--- config.mk ---
export PLATFORM = sky130hd
export DESIGN_NAME = burst4_lw_sram
export DESIGN_NICKNAME = d
export VERILOG_FILES = /design/src/rtl/bls_pkg.sv /design/src/rtl/bls_cmd_ctrl.sv /design/src/rtl/bls_wbuf.sv /design/src/rtl/bls_array.sv /design/src/rtl/bls_rd_pipe.sv /design/src/rtl/burst4_lw_sram.sv
export SDC_FILE = /design/constraint.sdc
export NUM_CORES = 2
export LEC_CHECK = 0
export BUFFER_PORTS_ARGS = -buffer_cell sky130_fd_sc_hd__buf_2
export CAP_MARGIN = 15
export CORE_MARGIN = 4
export CORE_UTILIZATION = 50
export CTS_CLUSTER_DIAMETER = 100
export CTS_CLUSTER_SIZE = 24
export DETAILED_ROUTE_END_ITERATION = 6
export PLACE_DENSITY_LB_ADDON = 0.08
export SETUP_SLACK_MARGIN = 0.3
export SYNTH_ARGS = -nofsm -noshare
export SYNTH_HDL_FRONTEND = slang
export SYNTH_SLANG_ARGS = --single-unit
export TNS_END_PERCENT = 1
--- constraint.sdc ---
create_clock -name clk -period 6.81 [get_ports clk]
set_clock_uncertainty 0.1 [all_clocks]
set_input_delay 1.0215 -clock clk [delete_from_list [all_inputs] [get_ports clk]]
set_output_delay 1.0215 -clock clk [all_outputs]
set_load 0.02 [all_outputs]
--- src/rtl/bls_pkg.sv ---
package bls_pkg;
  localparam int BURST_LEN = 4;
  localparam int SLOT_W    = 2;
  localparam int BYTE_W    = 8;

  typedef logic [SLOT_W-1:0] slot_t;

  // word position inside the aligned group for beat k of a burst
  function automatic slot_t slot_of(input slot_t base, input int unsigned k);
    return base + slot_t'(k);
  endfunction
endpackage

--- src/rtl/bls_cmd_ctrl.sv ---
module bls_cmd_ctrl (
  input  logic clk,
  input  logic rst_n,
  input  logic cmd_rd,
  input  logic cmd_wr,
  output logic acc_rd,
  output logic acc_wr,
  output logic wr_ph1,
  output logic wr_ph2,
  output logic proto_err
);
  logic busy_q, ph1_q, ph2_q, err_q;
  logic any_cmd, clash, bad_cmd;

  assign any_cmd = cmd_rd | cmd_wr;
  assign clash   = cmd_rd & cmd_wr;
  assign acc_rd  = ~busy_q & cmd_rd & ~cmd_wr;
  assign acc_wr  = ~busy_q & cmd_wr & ~cmd_rd;
  assign bad_cmd = any_cmd & (busy_q | clash);

  always_ff @(posedge clk or negedge rst_n) begin
    if (!rst_n) begin
      busy_q <= 1'b0;
      ph1_q  <= 1'b0;
      ph2_q  <= 1'b0;
      err_q  <= 1'b0;
    end else begin
      busy_q <= acc_rd | acc_wr;
      ph1_q  <= acc_wr;
      ph2_q  <= ph1_q;
      err_q  <= err_q | bad_cmd;
    end
  end

  assign wr_ph1    = ph1_q;
  assign wr_ph2    = ph2_q;
  assign proto_err = err_q;

  AST_CMD_SPACING: assert property (@(posedge clk) disable iff (!rst_n)
    (acc_rd || acc_wr) |=> !(acc_rd || acc_wr));
  AST_ERR_STICKY: assert property (@(posedge clk) disable iff (!rst_n)
    proto_err |=> proto_err);
endmodule

--- src/rtl/bls_wbuf.sv ---
module bls_wbuf
  import bls_pkg::*;
#(
  parameter int DATA_W = 16,
  parameter int BLK_W  = 4
) (
  input  logic clk,
  input  logic rst_n,
  input  logic acc_wr,
  input  logic [BLK_W-1:0] in_blk,
  input  slot_t in_off,
  input  logic wr_ph1,
  input  logic wr_ph2,
  input  logic [DATA_W-1:0] wd_rise,
  input  logic [DATA_W-1:0] wd_fall,
  input  logic [DATA_W/BYTE_W-1:0] wb_rise,
  input  logic [DATA_W/BYTE_W-1:0] wb_fall,
  input  logic [BLK_W-1:0] look_blk,
  input  logic [BURST_LEN-1:0][DATA_W-1:0] mem_row,
  output logic [BURST_LEN-1:0][DATA_W-1:0] merged_row,
  output logic commit_en,
  output logic [BLK_W-1:0] commit_blk,
  output logic [BURST_LEN-1:0][DATA_W-1:0] commit_row,
  output logic [BURST_LEN-1:0][DATA_W/BYTE_W-1:0] commit_mask
);
  localparam int NB = DATA_W / BYTE_W;

  logic bvalid;
  logic [BLK_W-1:0] bblk;
  slot_t boff;
  logic [BURST_LEN-1:0][DATA_W-1:0] bdata, nx_data;
  logic [BURST_LEN-1:0][NB-1:0] bbe, nx_be;
  logic hit;

  // buffer contents including the beats arriving this cycle
  always_comb begin
    nx_data = bdata;
    nx_be   = bbe;
    for (int j = 0; j < BURST_LEN; j++) begin
      if (wr_ph1 && slot_of(boff, 0) == slot_t'(j)) begin
        nx_data[j] = wd_rise;
        nx_be[j]   = wb_rise;
      end
      if (wr_ph1 && slot_of(boff, 1) == slot_t'(j)) begin
        nx_data[j] = wd_fall;
        nx_be[j]   = wb_fall;
      end
      if (wr_ph2 && slot_of(boff, 2) == slot_t'(j)) begin
        nx_data[j] = wd_rise;
        nx_be[j]   = wb_rise;
      end
      if (wr_ph2 && slot_of(boff, 3) == slot_t'(j)) begin
        nx_data[j] = wd_fall;
        nx_be[j]   = wb_fall;
      end
    end
  end

  always_ff @(posedge clk or negedge rst_n) begin
    if (!rst_n) begin
      bvalid <= 1'b0;
      bblk   <= '0;
      boff   <= '0;
      bdata  <= '0;
      bbe    <= '0;
    end else if (acc_wr) begin
      bvalid <= 1'b1;
      bblk   <= in_blk;
      boff   <= in_off;
      bbe    <= '0;
    end else begin
      bdata <= nx_data;
      bbe   <= nx_be;
    end
  end

  assign commit_en   = acc_wr & bvalid;
  assign commit_blk  = bblk;
  assign commit_row  = nx_data;
  assign commit_mask = nx_be;

  assign hit = bvalid && (look_blk == bblk);

  for (genvar j = 0; j < BURST_LEN; j++) begin : g_word
    for (genvar b = 0; b < NB; b++) begin : g_byte
      assign merged_row[j][b*BYTE_W +: BYTE_W] = (hit && bbe[j][b]) ?
        bdata[j][b*BYTE_W +: BYTE_W] : mem_row[j][b*BYTE_W +: BYTE_W];
    end
  end

  AST_FILL_APART_FROM_ACCEPT: assert property (@(posedge clk) disable iff (!rst_n)
    wr_ph1 |-> !acc_wr);
  AST_BUFFER_RETAINED: assert property (@(posedge clk) disable iff (!rst_n)
    bvalid |=> bvalid);
endmodule

--- src/rtl/bls_array.sv ---
module bls_array
  import bls_pkg::*;
#(
  parameter int DATA_W = 16,
  parameter int BLK_W  = 4
) (
  input  logic clk,
  input  logic rst_n,
  input  logic wr_en,
  input  logic [BLK_W-1:0] wr_blk,
  input  logic [BURST_LEN-1:0][DATA_W-1:0] wr_row,
  input  logic [BURST_LEN-1:0][DATA_W/BYTE_W-1:0] wr_mask,
  input  logic [BLK_W-1:0] rd_blk,
  output logic [BURST_LEN-1:0][DATA_W-1:0] rd_row
);
  localparam int NB    = DATA_W / BYTE_W;
  localparam int DEPTH = 1 << BLK_W;

  logic [BURST_LEN-1:0][DATA_W-1:0] rows [DEPTH];

  for (genvar r = 0; r < DEPTH; r++) begin : g_row
    logic [BURST_LEN-1:0][DATA_W-1:0] row_q;
    always_ff @(posedge clk or negedge rst_n) begin
      if (!rst_n) begin
        row_q <= '0;
      end else if (wr_en && wr_blk == BLK_W'(r)) begin
        for (int j = 0; j < BURST_LEN; j++) begin
          for (int b = 0; b < NB; b++) begin
            if (wr_mask[j][b]) row_q[j][b*BYTE_W +: BYTE_W] <= wr_row[j][b*BYTE_W +: BYTE_W];
          end
        end
      end
    end
    assign rows[r] = row_q;
  end

  assign rd_row = rows[rd_blk];
endmodule

--- src/rtl/bls_rd_pipe.sv ---
module bls_rd_pipe
  import bls_pkg::*;
#(
  parameter int DATA_W = 16,
  parameter int BLK_W  = 4
) (
  input  logic clk,
  input  logic rst_n,
  input  logic acc_rd,
  input  logic [BLK_W-1:0] in_blk,
  input  slot_t in_off,
  input  logic [BURST_LEN-1:0][DATA_W-1:0] row_in,
  output logic [BLK_W-1:0] look_blk,
  output logic [DATA_W-1:0] rdata_rise,
  output logic [DATA_W-1:0] rdata_fall,
  output logic rvalid_rise,
  output logic rvalid_fall
);
  logic st1, st2, st3;
  logic [BLK_W-1:0] blk_a;
  slot_t off_a, off_b;
  logic [BURST_LEN-1:0][DATA_W-1:0] rrow;

  assign look_blk = blk_a;

  always_ff @(posedge clk or negedge rst_n) begin
    if (!rst_n) begin
      st1 <= 1'b0;
      st2 <= 1'b0;
      st3 <= 1'b0;
      blk_a <= '0;
      off_a <= '0;
      off_b <= '0;
      rrow  <= '0;
      rdata_rise  <= '0;
      rdata_fall  <= '0;
      rvalid_rise <= 1'b0;
      rvalid_fall <= 1'b0;
    end else begin
      st1 <= acc_rd;
      st2 <= st1;
      st3 <= st2;
      if (acc_rd) begin
        blk_a <= in_blk;
        off_a <= in_off;
      end
      if (st1) begin
        rrow  <= row_in;
        off_b <= off_a;
      end
      rvalid_fall <= st1 | st2;
      rvalid_rise <= st2 | st3;
      if (st1)      rdata_fall <= row_in[slot_of(off_a, 0)];
      else if (st2) rdata_fall <= rrow[slot_of(off_b, 2)];
      else          rdata_fall <= '0;
      if (st2)      rdata_rise <= rrow[slot_of(off_b, 1)];
      else if (st3) rdata_rise <= rrow[slot_of(off_b, 3)];
      else          rdata_rise <= '0;
    end
  end

  AST_FIRST_BEAT_ON_FALL: assert property (@(posedge clk) disable iff (!rst_n)
    acc_rd |-> ##2 rvalid_fall);
  AST_RISE_BEATS_PAIRED: assert property (@(posedge clk) disable iff (!rst_n)
    $rose(rvalid_rise) |=> rvalid_rise);
endmodule

--- src/rtl/burst4_lw_sram.sv ---
module burst4_lw_sram
  import bls_pkg::*;
#(
  parameter int DATA_W = 16,
  parameter int ADDR_W = 6
) (
  input  logic clk,
  input  logic rst_n,
  input  logic cmd_rd,
  input  logic cmd_wr,
  input  logic [ADDR_W-1:0] addr,
  input  logic [DATA_W-1:0] wdata_rise,
  input  logic [DATA_W-1:0] wdata_fall,
  input  logic [DATA_W/8-1:0] wbe_rise,
  input  logic [DATA_W/8-1:0] wbe_fall,
  output logic [DATA_W-1:0] rdata_rise,
  output logic [DATA_W-1:0] rdata_fall,
  output logic rvalid_rise,
  output logic rvalid_fall,
  output logic proto_err
);
  localparam int NB    = DATA_W / BYTE_W;
  localparam int BLK_W = ADDR_W - SLOT_W;

  logic acc_rd, acc_wr, wr_ph1, wr_ph2;
  logic [BLK_W-1:0] in_blk, look_blk, cm_blk;
  slot_t in_off;
  logic [BURST_LEN-1:0][DATA_W-1:0] arr_row, mrg_row, cm_row;
  logic [BURST_LEN-1:0][NB-1:0] cm_mask;
  logic cm_en;

  assign in_blk = addr[ADDR_W-1:SLOT_W];
  assign in_off = addr[SLOT_W-1:0];

  bls_cmd_ctrl u_ctrl (
    .clk(clk), .rst_n(rst_n), .cmd_rd(cmd_rd), .cmd_wr(cmd_wr),
    .acc_rd(acc_rd), .acc_wr(acc_wr), .wr_ph1(wr_ph1), .wr_ph2(wr_ph2),
    .proto_err(proto_err)
  );

  bls_wbuf #(.DATA_W(DATA_W), .BLK_W(BLK_W)) u_wbuf (
    .clk(clk), .rst_n(rst_n), .acc_wr(acc_wr), .in_blk(in_blk), .in_off(in_off),
    .wr_ph1(wr_ph1), .wr_ph2(wr_ph2),
    .wd_rise(wdata_rise), .wd_fall(wdata_fall), .wb_rise(wbe_rise), .wb_fall(wbe_fall),
    .look_blk(look_blk), .mem_row(arr_row), .merged_row(mrg_row),
    .commit_en(cm_en), .commit_blk(cm_blk), .commit_row(cm_row), .commit_mask(cm_mask)
  );

  bls_array #(.DATA_W(DATA_W), .BLK_W(BLK_W)) u_array (
    .clk(clk), .rst_n(rst_n), .wr_en(cm_en), .wr_blk(cm_blk), .wr_row(cm_row),
    .wr_mask(cm_mask), .rd_blk(look_blk), .rd_row(arr_row)
  );

  bls_rd_pipe #(.DATA_W(DATA_W), .BLK_W(BLK_W)) u_rd (
    .clk(clk), .rst_n(rst_n), .acc_rd(acc_rd), .in_blk(in_blk), .in_off(in_off),
    .row_in(mrg_row), .look_blk(look_blk),
    .rdata_rise(rdata_rise), .rdata_fall(rdata_fall),
    .rvalid_rise(rvalid_rise), .rvalid_fall(rvalid_fall)
  );
endmodule

Yosys cells after proc, flatten, opt, wreduce, memory -nomap -nowiden
Cells that the tools add are included.
Storage, ports and cells
  flip-flop bits (word level): 1216
  input port bits: 46
  output and inout port bits: 35
  logic and storage cells: 443
Operators by class
  $add $sub $neg: 6
  $lt $le $gt $ge: 5
  eq/ne operators: 28
  muxes and demuxes: 56
  bitwise logic cells: 17
  reductions and logical operators: 174
Operators with widths (number)
  2-to-1 mux 16 bit: 24
  binary-select mux 64 bit (select 4 bit): 1
  AND reduction 2 bit: 128
  binary-select mux 16 bit (select 2 bit): 4
  2-to-1 mux 64 bit: 2
  2-to-1 mux 8 bit: 9
  logical AND 1 bit: 41
  equality test 4 bit, second input constant: 8
  2-to-1 mux 2 bit: 16
  equality test 2 bit, second input constant: 8
  equality test 4 x 3 -> 1 bit, second input constant: 4
  less-than comparator 2 x 3 -> 1 bit, second input constant: 4
  adder 2 bit, second input constant: 4
  equality test 2 x 1 -> 1 bit, second input constant: 4
  equality test 4 x 2 -> 1 bit, second input constant: 2
  zero test 2 bit: 4
  AND 1 bit: 7
  OR 1 bit: 6
  greater-or-equal comparator 5 bit, second input constant: 1
  NOT 4 -> 5 bit: 1
  adder 2 x 1 -> 2 bit, second input constant: 2
  equality test 4 x 1 -> 1 bit, second input constant: 1
  equality test 4 bit: 1
  zero test 4 bit: 1
  NOT 1 bit: 3

Depth between registers and ports, before layout
  word-level depth: 8
  gate-level depth with buffers: 12
  depth with buffers taken out: 6

Hierarchy
Synthesis repeated with hierarchy kept, for this count alone.
Second synthesis, totals
  cells, all modules: 3848
  area, all modules: 57428.8 um^2
Modules (own cells, without submodules)
  bls_array: times used 1, cells an instance 2849, area each 46573.4 um^2, seq. area each 25624.6 um^2
  bls_wbuf: times used 1, cells an instance 604, area each 5382.7 um^2, seq. area each 1976.9 um^2
  bls_rd_pipe: times used 1, cells an instance 384, area each 5328.9 um^2, seq. area each 2727.6 um^2
  bls_cmd_ctrl: times used 1, cells an instance 11, area each 143.9 um^2, seq. area each 100.1 um^2

Worst setup path before layout
OpenSTA, ideal clock, no wires.
  kind: input -> register
  start point: input cmd_rd
  end point: register u_array.g_row[8].row_q[1] in the netlist's numbering
  library setup time: 125 ps
  arrival time: 2875 ps
  data required time: 6585 ps
  setup slack: 3710 ps
  stages on the path: 7
  path buffers: 2
  path through: or3b_1 > buf_2 > nor4b_4 > nand2_1 > nor2_1 > buf_2 > mux2_2
On the way
  word-level cells in the longest chain between the ends: 5
RTL lines
  from (decl): RTL line burst4_lw_sram.sv:9  | input logic cmd_rd,
  NOT 1 bit: RTL line bls_cmd_ctrl.sv:18  | assign acc_wr = ~busy_q & cmd_wr & ~cmd_rd;
  AND 1 bit: RTL line bls_cmd_ctrl.sv:18
  AND 1 bit: RTL line bls_wbuf.sv:77  | assign commit_en = acc_wr & bvalid;
  logical AND 1 bit: RTL line bls_array.sv:26  | end else if (wr_en && wr_blk == BLK_W'(r)) begin
  AND reduction 2 bit (no source line)
  to (signal, indexed assignment): RTL line bls_array.sv:29  | if (wr_mask[j][b]) row_q[j][b*BYTE_W +: BYTE_W] <= wr_row[j][b*BYTE_W +: BYTE_W];
  to (decl): RTL line bls_array.sv:22  | logic [BURST_LEN-1:0][DATA_W-1:0] row_q;
Every way passes these cells.
A chain may end at the register's enable or synchronous reset.

Final worst setup path
  start point: register u_wbuf.boff[1]
  end point: register u_array.g_row[11].row_q[41] in the netlist's numbering
On the way
  word-level cells in the longest chain between the ends: 7
  elaborated cells between the ends (all ways): 20
  those cells by class: 3 x add/sub; 4 x eq/ne; 8 x mux; 5 x reduce/logical
RTL lines
  from (decl): RTL line bls_wbuf.sv:30  | slot_t boff;
  from (signal assigned): RTL line bls_wbuf.sv:69  | boff <= in_off;
  adder 2 x 1 -> 2 bit / equality test 2 bit (equally long branches): RTL line bls_pkg.sv:10, bls_wbuf.sv:40
  equality test 2 bit / logical AND 1 bit (equally long branches): RTL line bls_wbuf.sv:44, bls_wbuf.sv:40
  logical AND 1 bit / 2-to-1 mux 2 bit (equally long branches): RTL line bls_wbuf.sv:44, bls_wbuf.sv:40
  2-to-1 mux 2 bit: RTL line bls_wbuf.sv:44  | if (wr_ph1 && slot_of(boff, 1) == slot_t'(j)) begin
  2-to-1 mux 2 bit: RTL line bls_wbuf.sv:48  | if (wr_ph2 && slot_of(boff, 2) == slot_t'(j)) begin
  2-to-1 mux 2 bit: RTL line bls_wbuf.sv:52  | if (wr_ph2 && slot_of(boff, 3) == slot_t'(j)) begin
  AND reduction 2 bit (no source line)
  to (signal, indexed assignment): RTL line bls_array.sv:29
  to (decl): RTL line bls_array.sv:22
Parallel ways exist; a longest one is shown, timed or not.

==> results.json <==
{
  "finalCritPeriodShare": 0.6703,
  "cts_tree": "yes",
  "p_leak_nw": 27.53,
  "grt_usage": 0.2718,
  "rows": 123,
  "syn_nets": 4151,
  "synth_edf_count": 0,
  "most-common-layout-cells": "1,210 x dfrtp_1, 892 x mux2_2, 326 x nand2_1",
  "grt_max_degree": 169,
  "placed_cells": 5494,
  "yosysWarnings": 0,
  "ys_ff_latch": 1216,
  "fin_area_sq_um": 60240,
  "antenna_found_initial": 5,
  "relSlewSlack": 0.1627,
  "wl_per_cell_um": 28.78,
  "gp_congestion": 0.8733,
  "holdBufCountCts": 0,
  "synth_area_leaders": "dfrtp_1 54%, mux2_2 18%, mux4_2 12%",
  "ant_nets": 0,
  "num_vias": 34960,
  "path_max_fanout": 39,
  "max_slew.worst_pin.slew_ps": 1251,
  "h-tree-depth": 2,
  "route.met3.wl_mm": 10.01,
  "cp.arrival_ps": 5060,
  "post-synth-top-area-cell": "dfrtp_1",
  "crit_type": "reg -> reg",
  "path_clk_slew_ps": 110,
  "async_flop_share": 1.000,
  "synth_fa_ha_area_frac": 0,
  "comb_power_share": 0.327,
  "setup_ws_ps": 2245,
  "grt_overflow": 0,
  "period_minus_slack_ps": 4565,
  "clock_path_buffers": 3,
  "p_sw_w": 0.007277,
  "grt_pass1_vias": 34730,
  "min_path_type": "in -> async",
  "synth_top_area_frac": 0.5368,
  "rsz0062_at_grt": "false",
  "root_buffer": "clkbuf_16",
  "tns_ps": 0,
  "syn_area_sq_um": 56680,
  "area_growth_pct": 6.273,
  "synth_compound_area_frac": 0.06269,
  "power_density_nw_per_um2": 354.1,
  "synthSimpleGateAreaFrac": 0.05799,
  "cts_buffers": 57,
  "outcome": "finished clean",
  "maxCapViolations": 0,
  "pin_count": 81,
  "cts.sinks": 1216,
  "layout_commonest_cell": "dfrtp_1",
  "ys_seq_area_frac": 0.5368,
  "hold_violations": 0,
  "swShare": 0.3411,
  "die_w_um": 344.7,
  "power_frac_clock": 0.187,
  "top_layer": "met4",
  "synthDistinctLibCells": 57,
  "worstSetupEndpointType": "register",
  "cts_resized": 0,
  "crit_path_start_kind": "register",
  "setup_viol": 0,
  "drt_wl_total_mm": 160.4,
  "start_util": 0.5039,
  "synth_top_family_by_area": "multiplexers",
  "place_ws_ps": 1959,
  "slew_violations": 0,
  "fmax_ghz": 0.2191,
  "synth.avg_cell_area_sq_um": 13.81,
  "coreArea_sq_um": 112500,
  "nFillCells": 9529,
  "stdcell_count": 5574,
  "max-vdd-ir-drop_mv": 0.2226,
  "first_pass_iters": 7,
  "synth_xor_area_frac": 0.0007726,
  "drc": 0,
  "cts_setup_buffers": 0,
  "die_h_um": 344.7,
  "drt-initial-drc-count": 3077,
  "clk_latency_ps": 720,
  "dominantRegCellSynth": "dfrtp_1",
  "synth_mux_area_frac": 0.3197,
  "grt_pass1_wl_mm": 239.6,
  "die_area_sq_um": 118800,
  "pwr-share-seq": 0.486,
  "synth_cells": 4105,
  "postPlaceCellArea_sq_um": 58600,
  "intPower_w": 0.01406,
  "dp_hpwl_mm": 106.9,
  "required_ps": 7300,
  "drive_above_1_share": 0.3920,
  "met1Wirelength_mm": 72.63,
  "vias_per_cell": 6.272,
  "io_buffer_count": 80,
  "nNetsFinal": 4102,
  "wl_met2_mm": 73.24
}
==> state kept, by name, indices dropped and copies added, names as in the netlist <==
signal               cells
u_rd.off_a               2
u_rd.st2                 1
u_wbuf.boff              2
u_ctrl.proto_err         1
u_wbuf.bbe               8
u_array.g_row.row_q   1024
u_wbuf.bvalid            1
u_rd.off_b               2
u_rd.st3                 1
u_rd.rdata_rise         16
u_wbuf.bdata            64
u_rd.rvalid_fall         1
u_rd.rdata_fall         16
u_ctrl.wr_ph2            1
u_rd.rrow               64
u_ctrl.busy_q            1
u_rd.st1                 1
u_ctrl.wr_ph1            1
u_wbuf.commit_blk        4
u_rd.rvalid_rise         1
u_rd.look_blk            4
==> final timing paths <==
kind	slack (ps)	to	startpoint	cells after the start
setup / recovery	2250	u_array.g_row[11].row_q[41]	u_wbuf.boff[1]	6
hold / removal	180	u_array.g_row[1].row_q[11]	rst_n	1
setup reg to reg	2250	u_array.g_row[11].row_q[41]	u_wbuf.boff[1]	6
hold reg to reg	370	u_ctrl.wr_ph2	u_ctrl.wr_ph1	0
max in group asynchronous	4740	u_array.g_row[0].row_q[28]	rst_n	2
min in group clk	370	u_ctrl.wr_ph2	u_ctrl.wr_ph1	0
==> metrics by stage <==
stage	util	total power [W]	hold WS, ps
2_1_floorplan	-	0.01496	265.0
3_3_place_gp	0.5208	0.01729	326.1
3_5_place_dp	0.5209	0.01746	348.1
4_1_cts	0.5352	0.02146	213.3
5_1_grt	0.5354	0.02243	236.0
6_report	0.5355	0.02133	179.6
==> kinds of logic (layout without fill, tap and decap cells) <==
group	count (synthesis)	in the layout
muxes	1313	1313
and+or+nand+nor	733	733
AOI/OAI and AO/OA	562	562
DFF	1216	1216
buffers and inverters	276	240
other	0	5
xor gates and xnor gates	5	5
==> layout make-up <==
class / count / area, sq um / share of cell area
clock buffer: 68 / 1540 / 0.02557
clock inverter: 4 / 62.56 / 0.001039
sequential: 1216 / 30440 / 0.5054
multi-input combinational: 2613 / 25080 / 0.4163
tap: 1500 / 1877 / 0.03116
timing repair buffer: 163 / 1205 / 0.02000
inverter: 5 / 20.02 / 0.0003323
antenna: 5 / 12.51 / 0.0002077
==> power groups by stage <==
| stage | sequential (W) | clock [W] | combinational [W] |
|---|---|---|---|
| after floorplan | 0.0101 | 0 | 0.00488 |
| after global placement | 0.0104 | 0 | 0.00688 |
| after detailed placement | 0.0105 | 0 | 0.00699 |
| after CTS | 0.0103 | 0.00412 | 0.00700 |
| after global routing | 0.0106 | 0.00435 | 0.00748 |
| final | 0.0104 | 0.00399 | 0.00699 |
==> synthesized netlist by cell type, types with 9 or more instances <==
library cell  number
a21oi_1          161
a221oi_1          14
a222oi_1           9
a22o_1            33
a22oi_1           71
a31oi_1           24
buf_1             25
buf_2             51
buf_4             11
buf_6             14
clkbuf_1         169
dfrtp_1         1216
mux2_2           892
mux2_4            37
mux2i_1           90
mux4_2           294
nand2_1          326
nand3_1           20
nor2_1           226
nor2_2            73
nor2_4             9
nor2b_1           13
o211ai_1          20
o21a_1            14
o21ai_0          135
o22a_1            13
o22ai_1           20
o31ai_1           17
o41ai_1            9
or2_2             14
==> per-layer routing <==
metal / GRT usage / vias up
met3: 0.03757 / 189
met1: 0.4089 / 18750
met5: 0 / -
met4: 0.07293 / 0
li1: - / 14990
met2: 0.4194 / 1026
==> critical path: stages (launching register included) <==
cell and delay (ps):
dfrtp_1 450, mux2_4 530, nand2b_1 680, nand2_1 780
o21ai_2 1060, nor2_1 440, mux2_2 390
(Power assumes the default switching activity.)
